--- src/rtl/rtc_pkg.sv ---
package rtc_pkg;
  localparam int CAUSE_W   = 7;
  localparam int C_POR     = 0;
  localparam int C_EXT     = 1;
  localparam int C_BOR     = 2;
  localparam int C_WDT     = 3;
  localparam int C_UNINIT  = 4;
  localparam int C_ILLOP   = 5;
  localparam int C_LOCKOUT = 6;
endpackage

--- src/rtl/rtc_cause_reg.sv ---
module rtc_cause_reg
  import rtc_pkg::*;
(
  input  logic               clk,
  input  logic               rst_n,
  input  logic               por_set,
  input  logic [CAUSE_W-1:0] set_vec,
  input  logic [CAUSE_W-1:0] clr_vec,
  output logic [CAUSE_W-1:0] cause_q
);
  localparam logic [CAUSE_W-1:0] POR_ONLY = CAUSE_W'(1) << C_POR;

  always_ff @(posedge clk or negedge rst_n) begin
    if (!rst_n)       cause_q <= POR_ONLY;
    else if (por_set) cause_q <= POR_ONLY;
    else              cause_q <= (cause_q & ~clr_vec) | set_vec;
  end
endmodule

--- src/rtl/rtc_trap_pick.sv ---
module rtc_trap_pick #(
  parameter int N_TRAP = 8,
  parameter int LVL_W  = 4,
  localparam int IDX_W = $clog2(N_TRAP)
) (
  input  logic [N_TRAP-1:0] req,
  input  logic [LVL_W-1:0]  cur_ipl,
  output logic              multi,
  output logic              go,
  output logic [IDX_W-1:0]  idx,
  output logic [LVL_W-1:0]  lvl
);
  localparam int BAND = 1 << (LVL_W - 1);

  always_comb begin
    idx = '0;
    for (int k = 0; k < N_TRAP; k++) begin
      if (req[k]) idx = IDX_W'(k);
    end
  end

  assign lvl   = LVL_W'(BAND) + LVL_W'(idx);
  assign multi = $countones(req) > 1;
  assign go    = ($countones(req) == 1) && (lvl > cur_ipl);
endmodule

--- src/rtl/rtc_lvl_stack.sv ---
module rtc_lvl_stack #(
  parameter int DEPTH = 8,
  parameter int W     = 4,
  localparam int IW   = $clog2(DEPTH),
  localparam int CW   = $clog2(DEPTH + 1)
) (
  input  logic          clk,
  input  logic          rst_n,
  input  logic          clear,
  input  logic          push,
  input  logic [W-1:0]  push_val,
  input  logic          pop,
  output logic [W-1:0]  pop_val,
  output logic          empty,
  output logic [CW-1:0] cnt
);
  logic [W-1:0]  mem [DEPTH];
  logic          full;
  logic [IW-1:0] wr_idx;
  logic [IW-1:0] rd_idx;

  assign full   = (cnt == CW'(DEPTH));
  assign empty  = (cnt == '0);
  assign wr_idx = IW'(cnt);
  assign rd_idx = IW'(cnt - CW'(1));
  assign pop_val = empty ? '0 : mem[rd_idx];

  always_ff @(posedge clk) begin
    if (push && !full && !clear) mem[wr_idx] <= push_val;
  end

  always_ff @(posedge clk or negedge rst_n) begin
    if (!rst_n)                cnt <= '0;
    else if (clear)            cnt <= '0;
    else if (push && !full)    cnt <= cnt + CW'(1);
    else if (pop && !empty)    cnt <= cnt - CW'(1);
  end
endmodule

--- src/rtl/rst_trap_ctrl.sv ---
module rst_trap_ctrl
  import rtc_pkg::*;
#(
  parameter int N_TRAP                = 8,
  parameter int LVL_W                 = 4,
  parameter int ADDR_W                = 24,
  parameter int STACK_D               = 8,
  parameter logic [ADDR_W-1:0] VEC_BASE = 24'h000004,
  localparam int IDX_W                = $clog2(N_TRAP)
) (
  input  logic               clk,
  input  logic               rst_n,
  input  logic               ext_rst_i,
  input  logic               por_i,
  input  logic               bor_i,
  input  logic               wdt_to_i,
  input  logic               uninit_ptr_i,
  input  logic               illegal_op_i,
  input  logic               flush_i,
  input  logic [N_TRAP-1:0]  trap_req_i,
  input  logic [LVL_W-1:0]   cpu_ipl_i,
  input  logic               trap_ret_i,
  input  logic               irq_req_i,
  input  logic [LVL_W-2:0]   irq_lvl_i,
  input  logic [CAUSE_W-1:0] cause_clr_i,
  input  logic               vec_wr_i,
  input  logic [IDX_W-1:0]   vec_sel_i,
  input  logic [ADDR_W-1:0]  vec_data_i,
  output logic               rst_o,
  output logic [CAUSE_W-1:0] cause_o,
  output logic               trap_take_o,
  output logic [IDX_W-1:0]   trap_idx_o,
  output logic [ADDR_W-1:0]  trap_vaddr_o,
  output logic [ADDR_W-1:0]  trap_target_o,
  output logic               ipl_wr_o,
  output logic [LVL_W-1:0]   ipl_o,
  output logic               irq_accept_o
);
  localparam int CW = $clog2(STACK_D + 1);

  logic               multi, go, take, ret_ok, rst_src, stk_empty;
  logic [IDX_W-1:0]   pick_idx;
  logic [LVL_W-1:0]   pick_lvl, saved_lvl;
  logic [CAUSE_W-1:0] set_vec;
  logic [CW-1:0]      stk_cnt;
  logic [ADDR_W-1:0]  vtab [N_TRAP];

  rtc_trap_pick #(.N_TRAP(N_TRAP), .LVL_W(LVL_W)) u_pick (
    .req(trap_req_i), .cur_ipl(cpu_ipl_i), .multi(multi), .go(go),
    .idx(pick_idx), .lvl(pick_lvl)
  );

  always_comb begin
    set_vec            = '0;
    set_vec[C_POR]     = por_i;
    set_vec[C_EXT]     = ext_rst_i;
    set_vec[C_BOR]     = bor_i;
    set_vec[C_WDT]     = wdt_to_i;
    set_vec[C_UNINIT]  = uninit_ptr_i;
    set_vec[C_ILLOP]   = illegal_op_i && !flush_i;
    set_vec[C_LOCKOUT] = multi;
  end

  assign rst_src = |set_vec;
  assign take    = go && !rst_src;
  assign ret_ok  = trap_ret_i && !take && !rst_src && !stk_empty;

  rtc_cause_reg u_cause (
    .clk(clk), .rst_n(rst_n), .por_set(por_i), .set_vec(set_vec),
    .clr_vec(cause_clr_i), .cause_q(cause_o)
  );

  rtc_lvl_stack #(.DEPTH(STACK_D), .W(LVL_W)) u_stack (
    .clk(clk), .rst_n(rst_n), .clear(rst_src), .push(take),
    .push_val(cpu_ipl_i), .pop(ret_ok), .pop_val(saved_lvl),
    .empty(stk_empty), .cnt(stk_cnt)
  );

  generate
    for (genvar g = 0; g < N_TRAP; g++) begin : g_vtab
      always_ff @(posedge clk or negedge rst_n) begin
        if (!rst_n)                                    vtab[g] <= '0;
        else if (vec_wr_i && vec_sel_i == IDX_W'(g))   vtab[g] <= vec_data_i;
      end
    end
  endgenerate

  always_ff @(posedge clk or negedge rst_n) begin
    if (!rst_n) begin
      rst_o         <= 1'b0;
      trap_take_o   <= 1'b0;
      trap_idx_o    <= '0;
      trap_vaddr_o  <= '0;
      trap_target_o <= '0;
      ipl_wr_o      <= 1'b0;
      ipl_o         <= '0;
    end else begin
      rst_o       <= rst_src;
      trap_take_o <= take;
      ipl_wr_o    <= take || ret_ok;
      if (take) begin
        trap_idx_o    <= pick_idx;
        trap_vaddr_o  <= VEC_BASE + ADDR_W'({pick_idx, 1'b0});
        trap_target_o <= vtab[pick_idx];
        ipl_o         <= pick_lvl;
      end else if (ret_ok) begin
        ipl_o         <= saved_lvl;
      end
    end
  end

  assign irq_accept_o = irq_req_i && (LVL_W'(irq_lvl_i) > cpu_ipl_i) && (trap_req_i == '0);
endmodule

--- config.mk ---
export PLATFORM = sky130hd
export DESIGN_NAME = rst_trap_ctrl
export DESIGN_NICKNAME = d
export VERILOG_FILES = /design/src/rtl/rtc_pkg.sv /design/src/rtl/rtc_cause_reg.sv /design/src/rtl/rtc_trap_pick.sv /design/src/rtl/rtc_lvl_stack.sv /design/src/rtl/rst_trap_ctrl.sv
export SDC_FILE = /design/constraint.sdc
export NUM_CORES = 1
export LEC_CHECK = 0
export BUFFER_PORTS_ARGS = -buffer_cell sky130_fd_sc_hd__buf_2
export CORE_MARGIN = 8
export CORE_UTILIZATION = 35
export CTS_CLUSTER_SIZE = 10
export DETAILED_ROUTE_END_ITERATION = 12
export GPL_ROUTABILITY_DRIVEN = 0
export PLACE_DENSITY = 0.6
export SLEW_MARGIN = 0
export SYNTH_ARGS = -nofsm -noshare
export SYNTH_HDL_FRONTEND = slang
export SYNTH_HIERARCHICAL = 1
export SYNTH_SLANG_ARGS = --single-unit
--- constraint.sdc ---
create_clock -name clk -period 3.1 [get_ports clk]
set_clock_uncertainty 0.15 [all_clocks]
set_input_delay 0.465 -clock clk [delete_from_list [all_inputs] [get_ports clk]]
set_output_delay 0.465 -clock clk [all_outputs]
set_load 0.01 [all_outputs]
## Word-level counts from Yosys, hierarchy flattened

Memories as Yosys holds them, arrays and structs flattened.
Cells that the tools add are included.

| cells by class | value |
|---|---|
| equality and inequality tests | 9 |
| muxes and demuxes | 19 |
| order comparisons | 4 |
| bitwise operators | 4 |
| reductions and logical operators | 31 |
| $add $sub $neg | 11 |

Operators by type and width:

| cell | count |
|---|---|
| adder 32 bit | 3 |
| binary-select mux 24 bit (select 3 bit) | 1 |
| two-way mux 24 bit | 2 |
| == test 32 x 2 -> 1 bit, second input constant | 1 |
| greater-than comparator 32 x 2 -> 1 bit, second input constant | 1 |
| two-way mux 4 bit | 6 |
| logical AND 1 bit | 19 |
| == test 3 bit, second input constant | 4 |
| two-way mux 3 bit | 4 |
| adder 1 x 1 -> 2 bit | 4 |
| zero test 8 bit | 1 |
| bitwise AND 7 bit | 1 |
| two-way mux 7 bit | 1 |
| inverter 7 bit | 1 |
| OR 7 bit | 1 |
| OR reduction 7 bit | 1 |
| == test 3 x 2 -> 1 bit, second input constant | 2 |
| adder 3 x 4 -> 5 bit, first input constant | 1 |
| zero test 1 bit | 5 |
| adder 4 x 1 -> 4 bit, second input constant | 1 |
| adder 4 x 3 -> 4 bit, first input constant | 1 |
| == test 4 bit, second input constant | 1 |
| >= comparator 4 bit, second input constant | 1 |
| greater-than comparator 3 x 4 -> 1 bit | 1 |
| other kinds (11) | 14 |

| storage, ports and cells | value |
|---|---|
| flip-flop bits (word level) | 261 |
| memories kept | 1 |
| bits of input ports | 61 |
| output and inout port bits | 66 |
| bits in writable memories | 32 |
| logic and storage cells | 96 |

Memory list:

| name | depth | bits a word | rd ports | clocked after memory_dff | write ports | line | text |
|---|---|---|---|---|---|---|---|
| u_stack.mem | 8 | 4 | 1 | 0 | 1 | rtc_lvl_stack.sv:17 | `logic [W-1:0] mem [DEPTH];` |

## Depth between registers and ports, before layout

Gate-level depths: netlist of run 1.

| logic depth | value |
|---|---|
| word-level depth | 19 |
| gate-level depth with buffers | 19 |
| gate-level depth less buffers | 18 |

## Cells and area by module

The synthesis of run 1 kept the hierarchy.

Modules (own cells, without submodules):

| module | times used | seq. area each (µm²) | area an instance (µm²) | cells each |
|---|---|---|---|---|
| rst_trap_ctrl | 1 | 5730.5 | 10339.9 | 669 |
| rtc_lvl_stack | 1 | 1061.0 | 1611.5 | 105 |
| rtc_trap_pick | 1 | 0.0 | 454.2 | 56 |
| rtc_cause_reg | 1 | 176.4 | 324.1 | 28 |

## Least setup slack after synthesis of run 1

Ideal clock, no wire load.

| path | value |
|---|---|
| path type | input-to-reg |
| from | input trap_req_i[0] |
| to | register u_stack.cnt[3] |
| path buffers | 1 |
| stages on the path | 19 |
| data arrival time | 4.508 ns |
| slack | -1.685 ns |
| setup time | 0.128 ns |
| data required time | 2.822 ns |
| cells stage by stage | ha_1 inv_1 fa_1 fa_1 inv_1 ha_1 inv_1 fa_1 a211oi_2 nor2b_1 o21ai_1 nor4_2 nand3_1 clkbuf_1 nor3_1 mux2_2 o22ai_2 a21oi_1 mux2_1 |

| on the way | value |
|---|---|
| longest elaborated chain between the ends | 13 |
| elaborated cells between the ends (all ways) | 18 |
| those cells by class | add/sub (3); order compare (1); eq/ne (1); mux (2); reduce/logical (11) |

RTL lines:

| item | line | text |
|---|---|---|
| start, declared | rst_trap_ctrl.sv:20 | `input logic [N_TRAP-1:0] trap_req_i,` |
| adder 1 x 1 -> 2 bit (not written as such) (*) | rtc_trap_pick.sv:23 | `assign multi = $countones(req) > 1;` |
| adder 32 bit (not written as such) (*) (2 in series) | rtc_trap_pick.sv:23 |  |
| greater-than comparator 32 x 2 -> 1 bit (*) | rtc_trap_pick.sv:23 |  |
| named net multi | rst_trap_ctrl.sv:41 | `logic multi, go, take, ret_ok, rst_src, stk_empty;` |
| OR reduction 7 bit (*) | rst_trap_ctrl.sv:64 | `assign rst_src = \|set_vec;` |
| named net rst_src | rst_trap_ctrl.sv:41 |  |
| zero test 1 bit (*) | rst_trap_ctrl.sv:65, rst_trap_ctrl.sv:66 |  |
| logical AND 1 bit | rst_trap_ctrl.sv:65 | `assign take = go && !rst_src;` |
| zero test 1 bit | rst_trap_ctrl.sv:66 | `assign ret_ok = trap_ret_i && !take && !rst_src && !stk_empty;` |
| logical AND 1 bit | rst_trap_ctrl.sv:66 |  |
| logical AND 1 bit (*) (2 in series) | rst_trap_ctrl.sv:66 |  |
| named net ret_ok | rst_trap_ctrl.sv:41 |  |
| logical AND 1 bit (*) | rtc_lvl_stack.sv:36 | `else if (pop && !empty) cnt <= cnt - CW'(1);` |
| nonzero test 3 bit (no line) (*) | n/a |  |
| end signal, assigned | rtc_lvl_stack.sv:35 | `else if (push && !full) cnt <= cnt + CW'(1);` |
| end signal, assigned | rtc_lvl_stack.sv:36 |  |
| end, declared | rtc_lvl_stack.sv:15 | `output logic [CW-1:0] cnt` |

Mark *: on every way through the listed nets, which the timed path passes. The rest lies on a longest branch.
A chain may end at the register's enable or synchronous reset.

## Worst setup path after layout of run 1

| path | value |
|---|---|
| from | input trap_req_i[0] |
| to | register u_stack.cnt[3] |

| on the way | value |
|---|---|
| elaborated cells between the ends (all ways) | 18 |
| those cells by class | add/sub (3); order compare (1); eq/ne (1); mux (2); reduce/logical (11) |

RTL lines:

| item | line | text |
|---|---|---|
| adder 1 x 1 -> 2 bit (not written as such) (*) | rtc_trap_pick.sv:24 | `assign go = ($countones(req) == 1) && (lvl > cur_ipl);` |
| adder 32 bit (not written as such) (*) (2 in series) | rtc_trap_pick.sv:24 |  |
| == test 32 x 2 -> 1 bit (*) | rtc_trap_pick.sv:24 |  |
| logical AND 1 bit (*) | rtc_trap_pick.sv:24 |  |
| named net go | rst_trap_ctrl.sv:41 |  |
| logical AND 1 bit (*) | rst_trap_ctrl.sv:65 |  |
| named net take | rst_trap_ctrl.sv:41 |  |
| zero test 1 bit | rst_trap_ctrl.sv:66 |  |
| logical AND 1 bit (3 in series) | rst_trap_ctrl.sv:66 |  |
| logical AND 1 bit | rtc_lvl_stack.sv:36 |  |
| nonzero test 3 bit (no line) | n/a |  |

Marked as above.

==> flow_metrics.tcl, run 1 <==
set metrics [dict create \
    via_per_inst 5.04 \
    startpoint_type "input pin" \
    crit_arrival_ns 4.22 \
    drive_above_1_share_pct 53.2 \
    seqPwrFrac_pct 48.1 \
    die_h_microns 207 \
    grt_pass1_wl_microns 46100 \
    status "finished, violations left" \
    synth_top_cell_by_area "dfrtp_1" \
    crit_path_end_kind "register" \
    ys_types 53 \
    p_leak_uw 0.00693 \
    clk_pin_slew_ns 0.06 \
    critical_path_class "in2reg" \
    synth_area_leaders "dfrtp_1 47%, mux2_2 17%, mux4_2 9.6%, edfxtp_1 7.5%, mux2i_1 2.2%" \
    netlist_top_cells_count "239 x dfrtp_1, 194 x mux2_2, 54 x mux4_2" \
    clockPowerShare_pct 35.2 \
    synth.most_common_cell "dfrtp_1" \
    ys.flop_type "dfrtp_1" \
    track_usage_pct 13.7 \
    worstSkewPairLatency_ns 0.56 \
    synth_warnings 6 \
    synth_top_area_share_pct 47.0 \
    sequential_cell_area_sq_um 6970 \
    htreeDepth 1 \
    cell_internal_pwr_uw 7010 \
    postSynthCellCount 858 \
    syn_area_per_cell_sq_um 14.8 \
    std_cell_rows 70 \
    dpl_cell_area_sq_um 14000 \
    drv_cap 0 \
    layout_min_cycle_time_ns 3.94 \
    drc 0 \
    first_pass_iters 5 \
    die_width_microns 207 \
    cts_made_buffers 31 \
    top_layer_used "met5" \
    port_buffers 106 \
    nets 1102 \
    setup_tns_ns -47.15 \
    synth_edf_count 32 \
    grt_pass1_vias 7913 \
    fp.coreArea_sq_um 36200 \
    hold_path_class "in2reg" \
    dp_hpwl_microns 18400 \
    cts_tree "done" \
    antenna_cells 0 \
    wl_met1_microns 14200 \
    overflow 0 \
    die-area_sq_um 42700 \
    switching_power_uw 2300 \
    route.met2.wl_microns 14700 \
    fillers 3272 \
    start_util_pct 35.2 \
    clock.fmax_mhz 254 \
    clkSinkCount 272 \
    crit_required_ns 3.38 \
    clockBufferDepth 3 \
    place_ws_ns -1.48 \
    rsz0062_at_grt "yes" \
    peakVddDrop_uv 413 \
    worst_slack_ns -0.840 \
    finalCritPeriodShare_pct 127 \
    wl_per_cell_microns 20.4 \
    ios 127 \
    synth.ff_latch_count 272 \
    antenna_found_initial 4 \
    finalSetupViolations 73 \
    violations "setup timing" \
    powerDensity_nw_per_um2 596 \
    slew_viol_final 0 \
    syn_to_final_growth_pct 22.7 \
    wl_microns 30800 \
    pwr-share-comb_pct 16.7 \
    final_cell_area_sq_um 15600 \
    routed-via-count 7609 \
    holdWs_ns 0.0263 \
    worst_pin_slew_ns 0.866 \
    maxSlewHeadroom_pct 42.2 \
    syn_area_sq_um 12700 \
    seq_area_frac_synth_pct 54.7 \
    grt_start_max_net_pins 80 \
    ant_nets 0 \
    wl_met3_microns 1450 \
    worstPathMaxFanout 7 \
    p_total_uw 9310 \
    hold_viol 0 \
    drt-initial-drc-count 490 \
    multi_input_area_sq_um 5650 \
    swShare_pct 24.7 \
    async_flop_share_pct 88.2 \
    clockRootBuffer "clkbuf_16" \
]
[through the flow]
stage	instances	util [%]
after floorplan	877	-
after global placement	1430	38.7
after detailed placement	1430	38.7
after CTS	1496	41.8
after global routing	1509	43.2
final	1509	43.2
[area by class of cell]
class                           instances  area share [%]
Inverter                               37           0.905
Timing Repair Buffer                  183            8.93
Sequential cell                       272            44.6
Multi-Input combinational cell        495            36.1
Clock buffer                           53            5.56
Tap cell                              468            3.75
Clock inverter                          1           0.128
[metal layers]
layer | vias up | track usage (%)
met3 | 37 | 2.43
met2 | 136 | 22.4
met4 | 8 | 2.45
met1 | 4015 | 19.1
met5 | - | 0
li1 | 3413 | -
[final timing paths]
check	startpoint	endpoint	slack [ns]	depth (start not counted)
max	trap_req_i[0]	u_stack/cnt[3]	-0.84	19
min	por_i	u_cause/cause_q[4]	0.03	2
max reg2reg	u_stack/cnt[0]	u_stack/cnt[2]	0.39	12
min reg2reg	trap_target_o[18]	trap_target_o[18]	0.32	2
max in group asynchronous	rst_n	u_cause/cause_q[0]	1.58	3
min in group asynchronous	rst_n	vtab[108]	0.31	2
[power groups by stage]
stage | Combinational [uW] | Sequential, uW | Clock [uW]
finish | 1560 | 4480 | 3270
global route | 1710 | 4560 | 3520
CTS | 1520 | 4470 | 3360
detailed placement | 1490 | 4530 | 0
global placement | 1450 | 4510 | 0
floorplan | 1110 | 4450 | 0
[worst max-delay path, cell delays in order]
cell	delay, ns
buf_8	0.10
ha_4	0.26
inv_2	0.03
fa_1	0.46
fa_1	0.46
inv_1	0.07
ha_2	0.17
inv_2	0.04
fa_2	0.33
and2_1	0.24
o2111ai_4	0.22
a211oi_2	0.07
nand4_1	0.16
inv_4	0.08
buf_6	0.12
buf_4	0.12
a2111o_1	0.36
a21oi_2	0.15
mux2_4	0.31
[registers in the layout (all words and copies together), names as in the netlist]
signal	flops
vtab	192
u_stack/mem	32
trap_target_o	24
u_cause/cause_q	7
ipl_o	4
u_stack/cnt	4
trap_idx_o	3
trap_vaddr_o	3
ipl_wr_o	1
rst_o	1
trap_take_o	1
[placed cells by master (no fill, tap or decap), types with 4 or more instances in the layout]
| master | instances |
|---|---|
| a21oi_1 | 12 |
| buf_12 | 10 |
| buf_2 | 103 |
| buf_4 | 49 |
| buf_6 | 11 |
| clkbuf_1 | 21 |
| clkbuf_16 | 35 |
| conb_1 | 21 |
| dfrtp_1 | 239 |
| edfxtp_1 | 32 |
| ha_1 | 15 |
| inv_1 | 33 |
| mux2_1 | 4 |
| mux2_2 | 194 |
| mux2i_1 | 28 |
| mux4_2 | 54 |
| nand2_1 | 13 |
| nand2_2 | 11 |
| nand2_4 | 13 |
| nand2b_1 | 6 |
| nand2b_4 | 8 |
| nand4_1 | 5 |
| nor2_1 | 13 |
| nor2_4 | 9 |
| nor3_4 | 4 |
| o21ai_1 | 12 |
| o21ai_2 | 14 |
[timing repair]
item | in CTS | in global routing
hold buffers | 3 | 0
setup endpoints to repair | 73 | 73
setup buffers | 9 | 8
pin swaps | 15 | 32
resized for setup | 29 | 103
cloned | 0 | 7
hold endpoints to repair | 78 | 0
[kinds of logic after synthesis]
family | share of synthesized area [%]
xor+xnor | 0.206
compound gates | 3.08
simple gates | 4.95
fa+ha+maj | 2.30
other cells | 0.0590
flops | 54.7
mux | 29.8
buf+inv | 4.89
No activity file was read; power rests on OpenSTA's default activity.
==> run 2, diff against run 1 <==
SYNTH_HIERARCHICAL = default   (was 1)
==> flow_metrics.tcl, run 2 <==
set metrics [dict create \
    holdWs_ns 0.0184 \
    seq_area_frac_synth_pct 54.7 \
    critPathTopFamily "adder cells" \
    violations "setup timing" \
    wl_met3_microns 1870 \
    critical_path_class "in2reg" \
    grt_start_max_net_pins 99 \
    slowest_delay_ns 0.53 \
    synth.ff_latch_count 272 \
    synth_edf_count 32 \
    synth_top_area_share_pct 46.9 \
    route.met2.wl_microns 15400 \
    clkSinkCount 272 \
    p_leak_uw 0.00670 \
    largest_reg_flops 192 \
    layout_min_cycle_time_ns 3.51 \
    port_buffers 106 \
    dp.cells 1581 \
    netlist_top_cells_count "239 x dfrtp_1, 193 x mux2_2, 98 x nand2_1" \
    grt_pass1_wl_microns 51400 \
    worstSkewPairLatency_ns 0.56 \
    path_cells "buf_8 -> ha_4 -> inv_2 -> fa_1 -> inv_1 -> fa_1 -> ha_2 -> inv_2 -> fa_1 -> and3b_1 -> nand4_1 -> nand2b_4 -> clkinv_8 -> nand2_8 -> nor3b_4" \
    syn_area_sq_um 12700 \
    drv_cap 0 \
    slew_viol_final 0 \
    maxSlewHeadroom_pct 34.2 \
    std_cell_rows 70 \
    cp_slowest_cell "fa_1" \
    synth.most_common_cell "dfrtp_1" \
    worst_pin_slew_ns 0.988 \
    cpMostUsedCell "fa_1" \
    clockRootBuffer "clkbuf_16" \
    top_layer_used "met5" \
    cts_tree "done" \
    ios 127 \
    powerDensity_nw_per_um2 617 \
    worstPathMaxFanout 8 \
    final_cell_mix "239 x dfrtp_1, 193 x mux2_2, 99 x buf_2, 95 x nand2_1, 50 x buf_4" \
    wl_met1_microns 15500 \
    crit_required_ns 3.18 \
    pwr-share-comb_pct 18.7 \
    crit_path_end_kind "register" \
    overflow 0 \
    routed-via-count 8628 \
    rsz0062_at_grt "yes" \
    hp-start "bor_i" \
    die_h_microns 207 \
    synth_area_leaders "dfrtp_1 47%, mux2_2 17%, edfxtp_1 7.5%, nand2_1 2.9%, o211ai_1 2.0%" \
    seqPwrFrac_pct 48.5 \
    wl_per_cell_microns 20.3 \
    via_per_inst 5.23 \
    syn_area_per_cell_sq_um 12.4 \
    startpoint_type "input pin" \
    hold_path_class "in2reg" \
    switching_power_uw 2610 \
    synth_top_cell_by_area "dfrtp_1" \
    place_ws_ns -1.08 \
    dp_hpwl_microns 20100 \
    async_flop_share_pct 88.2 \
    cell_internal_pwr_uw 7100 \
    first_pass_iters 5 \
    crit_arrival_ns 3.59 \
    peakVddDrop_uv 466 \
    postSynthCellCount 1024 \
    finalCritPeriodShare_pct 113 \
    worst_slack_ns -0.412 \
    mostFrequentLayoutCell "dfrtp_1" \
    status "finished, violations left" \
    cts_made_buffers 31 \
    timing.rr.start "u_stack.cnt[0]" \
    ys.flop_type "dfrtp_1" \
    ys_types 60 \
    clk_pin_slew_ns 0.05 \
    wl_microns 33400 \
    syn_to_final_growth_pct 23.4 \
    finalSetupViolations 71 \
    fp.coreArea_sq_um 36300 \
    start_util_pct 35.2 \
    ant_nets 0 \
    top_regs "vtab (192), u_stack.mem (32), trap_target_o (24)" \
    swShare_pct 26.9 \
    synth_warnings 0 \
    largest_register "vtab" \
    drt-initial-drc-count 572 \
    grt_pass1_vias 8884 \
    nets 1256 \
    drc 0 \
    hold_viol 0 \
    die-area_sq_um 42800 \
    setup_tns_ns -21.34 \
    htreeDepth 1 \
    drive_above_1_share_pct 42.3 \
    clock.fmax_mhz 285 \
    die_width_microns 207 \
    stdcell_count 1649 \
    setup.worst_path.start "trap_req_i[3]" \
    track_usage_pct 15.3 \
    antenna_cells 0 \
    antenna_found_initial 2 \
    clockPowerShare_pct 32.8 \
    worst-path-buf-inv 5 \
    clockBufferDepth 3 \
]
[run 2: worst paths after layout]
| path | end | slack [ns] | depth (start not counted) |
|---|---|---|---|
| min reg2reg | trap_vaddr_o[2] | 0.33 | 1 |
| max | u_stack.mem[2][3] | -0.41 | 15 |
| max reg2reg | u_stack.cnt[0] | 0.43 | 8 |
| min in group asynchronous | vtab[114] | 0.22 | 2 |
| min | u_cause.cause_q[2] | 0.02 | 3 |
| max in group asynchronous | u_cause.cause_q[0] | 1.74 | 3 |
[run 2: per-stage QoR]
stage	instance area [sq um]	util, %	total power (uW)
after floorplan	12900	-	5790
after global placement	14100	38.8	6390
after detailed placement	14100	38.8	6460
after CTS	15300	42.2	9720
after global routing	15700	43.4	10200
final	15700	43.4	9700
[run 2: layout make-up]
type                            instances  area [sq um]
Inverter                               35           144
Multi-Input combinational cell        648          5780
Tap cell                              468           586
Fill cell                            3428         20500
Sequential cell                       272          6970
Clock buffer                           41           833
Clock inverter                          1          8.76
Timing Repair Buffer                  184          1410
[run 2: routing by layer]
layer / up-vias / global-route usage [%]
met5: - / 0
met1: 4409 / 21.3
met2: 227 / 24.9
li1: 3936 / -
met4: 4 / 3.39
met3: 52 / 2.43
[run 2: tightest hold or removal path, delay by kind of cell]
kind / cells / cell delay [ns]
compound gates: 1 / 0.04
buf+inv: 1 / 0.09
simple gates: 1 / 0.08
[run 2: timing repair]
action / CTS / global route
setup buffers: 10 / 9
resized for setup: 51 / 69
pin swaps: 26 / 17
hold endpoints to repair: 36 / 0
hold buffers: 4 / 0
setup endpoints to repair: 70 / 73
gates cloned: 2 / 3
[run 2: kinds of logic (layout without fill, tap and decap cells)]
kind of cell | after synthesis | after routing | share of synthesized area (%)
XOR/XNOR | 3 | 3 | 0.206
AO/OA/AOI/OAI | 138 | 138 | 7.75
adder cells (fa/ha/maj) | 23 | 23 | 2.49
buffers and inverters | 123 | 261 | 4.49
flip-flops | 272 | 272 | 54.7
AND/OR/NAND/NOR | 223 | 223 | 8.55
multiplexers | 241 | 241 | 21.8
other | 1 | 20 | 0.0294
[run 2: power by group through the flow]
stage                     clock network, uW  logic, uW  registers [uW]
after floorplan                           0       1090            4690
after global placement                    0       1670            4720
after detailed placement                  0       1720            4740
after CTS                              3270       1760            4690
after global routing                   3390       2010            4800
final                                  3180       1820            4710
==> run 3, diff against run 2 <==
CORE_MARGIN = 4   (was 8)
==> flow_metrics.tcl, run 3 (synthesis results as in run 2) <==
set metrics [dict create \
    drt-initial-drc-count 435 \
    top_layer_used "met5" \
    clock.fmax_mhz 288 \
    crit_arrival_ns 3.50 \
    cts_tree "done" \
    dp_hpwl_microns 19700 \
    clockBufferDepth 3 \
    start_util_pct 35.7 \
    grt_start_max_net_pins 79 \
    antenna_found_initial 2 \
    ios 127 \
    top_regs "vtab (192), u_stack.mem (32), trap_target_o (24)" \
    critical_path_class "in2reg" \
    rsz0062_at_grt "yes" \
    finalCritPeriodShare_pct 112 \
    fp.coreArea_sq_um 35700 \
    layout_min_cycle_time_ns 3.47 \
    crit_path_end_kind "register" \
    wl_met3_microns 1670 \
    crit_required_ns 3.13 \
    maxSlewHeadroom_pct 40.3 \
    first_pass_iters 5 \
    status "finished, violations left" \
    clockPowerShare_pct 35.6 \
    htreeDepth 2 \
    dpl_cell_area_sq_um 14100 \
    wl_met1_microns 15600 \
    grt_pass1_wl_microns 52000 \
    final_cell_area_sq_um 15600 \
    largest_register "vtab" \
    worstPathMaxFanout 6 \
    peakVddDrop_uv 417 \
    pwr-share-comb_pct 17.8 \
    cts_made_buffers 34 \
    route.met2.wl_microns 15100 \
    wl_microns 33100 \
    p_leak_uw 0.00672 \
    port_buffers 106 \
    setup_tns_ns -19.50 \
    seqPwrFrac_pct 46.7 \
    worst_slack_ns -0.374 \
    nets 1255 \
    overflow 0 \
    mostFrequentLayoutCell "dfrtp_1" \
    slew_viol_final 0 \
    clockRootBuffer "clkbuf_16" \
    grt_pass1_vias 9049 \
    die_width_microns 199 \
    clkSinkCount 272 \
    finalSetupViolations 69 \
    routed-via-count 8631 \
    fillers 3331 \
    worst_pin_slew_ns 0.896 \
    via_per_inst 5.25 \
    std_cell_rows 69 \
    final_cell_mix "239 x dfrtp_1, 193 x mux2_2, 99 x buf_2, 95 x nand2_1, 50 x buf_4" \
    die_h_microns 199 \
    drive_above_1_share_pct 40.8 \
    hold_viol 0 \
    track_usage_pct 16.7 \
    switching_power_uw 2670 \
    largest_reg_flops 192 \
    ant_nets 0 \
    powerDensity_nw_per_um2 643 \
    die-area_sq_um 39500 \
    startpoint_type "input pin" \
    violations "setup timing" \
    drc 0 \
    swShare_pct 26.6 \
    worstSkewPairLatency_ns 0.50 \
    drv_cap 0 \
    syn_to_final_growth_pct 22.5 \
    hold_path_class "in2reg" \
    wl_per_cell_microns 20.1 \
    clk_pin_slew_ns 0.05 \
    cell_internal_pwr_uw 7380 \
]
## run 3: metal layers
layer / GRT usage (%) / up-vias
li1: - / 3938
met1: 23.9 / 4431
met2: 26.3 / 204
met3: 3.07 / 56
met4: 4.43 / 2
met5: 0 / -
## run 3: path summary, 6_finish.rpt
| kind | from | to | slack (ns) | depth (start not counted) |
|---|---|---|---|---|
| setup / recovery | trap_req_i[4] | u_stack.mem[2][0] | -0.37 | 16 |
| hold / removal | bor_i | u_cause.cause_q[2] | 0.05 | 3 |
| setup reg to reg | u_stack.cnt[1] | u_stack.cnt[3] | 0.55 | 6 |
| hold reg to reg | trap_vaddr_o[2] | trap_vaddr_o[2] | 0.33 | 1 |
| max in group asynchronous | rst_n | u_cause.cause_q[0] | 1.59 | 3 |
| min in group asynchronous | rst_n | vtab[63] | 0.38 | 2 |
## run 3: area by class of cell
class                   instances  area, sq um  area share (%)
flip-flops and latches        272         6970            44.6
multi-input cells             648         5610            35.9
repair buffers                180         1360            8.69
clock buffers                  41          908            5.82
well taps                     461          577            3.69
inverters                      35          139           0.889
clock inverters                 4         52.6           0.337
diodes                          2         5.00          0.0321
## run 3: power groups by stage
stage                     Clock [uW]  Combinational (uW)  Sequential [uW]
final                           3570                1780             4690
after global routing            3830                1980             4770
after CTS                       3670                1770             4680
after detailed placement           0                1720             4730
after global placement             0                1680             4710
after floorplan                    0                1090             4690
## run 3: what timing repair did
item	4_1_cts	5_1_grt
setup buffers	12	4
setup endpoints to repair	73	71
hold buffers	1	0
hold endpoints to repair	73	0
pin swaps	16	15
cloned	4	1
resized for setup	54	30
## run 3: stage by stage
step | power (uW) | utilization, % | instances | setup slack, ns | hold slack [ns]
finish | 10000 | 43.7 | 1643 | -0.374 | 0.0523
global route | 10600 | 43.7 | 1641 | -0.493 | 0.0503
CTS | 10100 | 43.4 | 1639 | -0.397 | 0.0349
detailed placement | 6450 | 39.4 | 1578 | -1.10 | 0.322
global placement | 6390 | 39.4 | 1578 | -1.05 | 0.311
floorplan | 5790 | - | 1043 | -0.646 | 0.0194
## run 3: worst max-delay path: stages
cell and delay [ns]:
buf_8 0.08, ha_4 0.12, inv_2 0.03, fa_1 0.54
inv_1 0.05, fa_1 0.48, ha_2 0.17, inv_2 0.03
fa_1 0.46, and3b_1 0.17, nand4_1 0.09, buf_6 0.16
nand2b_4 0.17, inv_8 0.10, nand2_8 0.06, nor3b_4 0.30
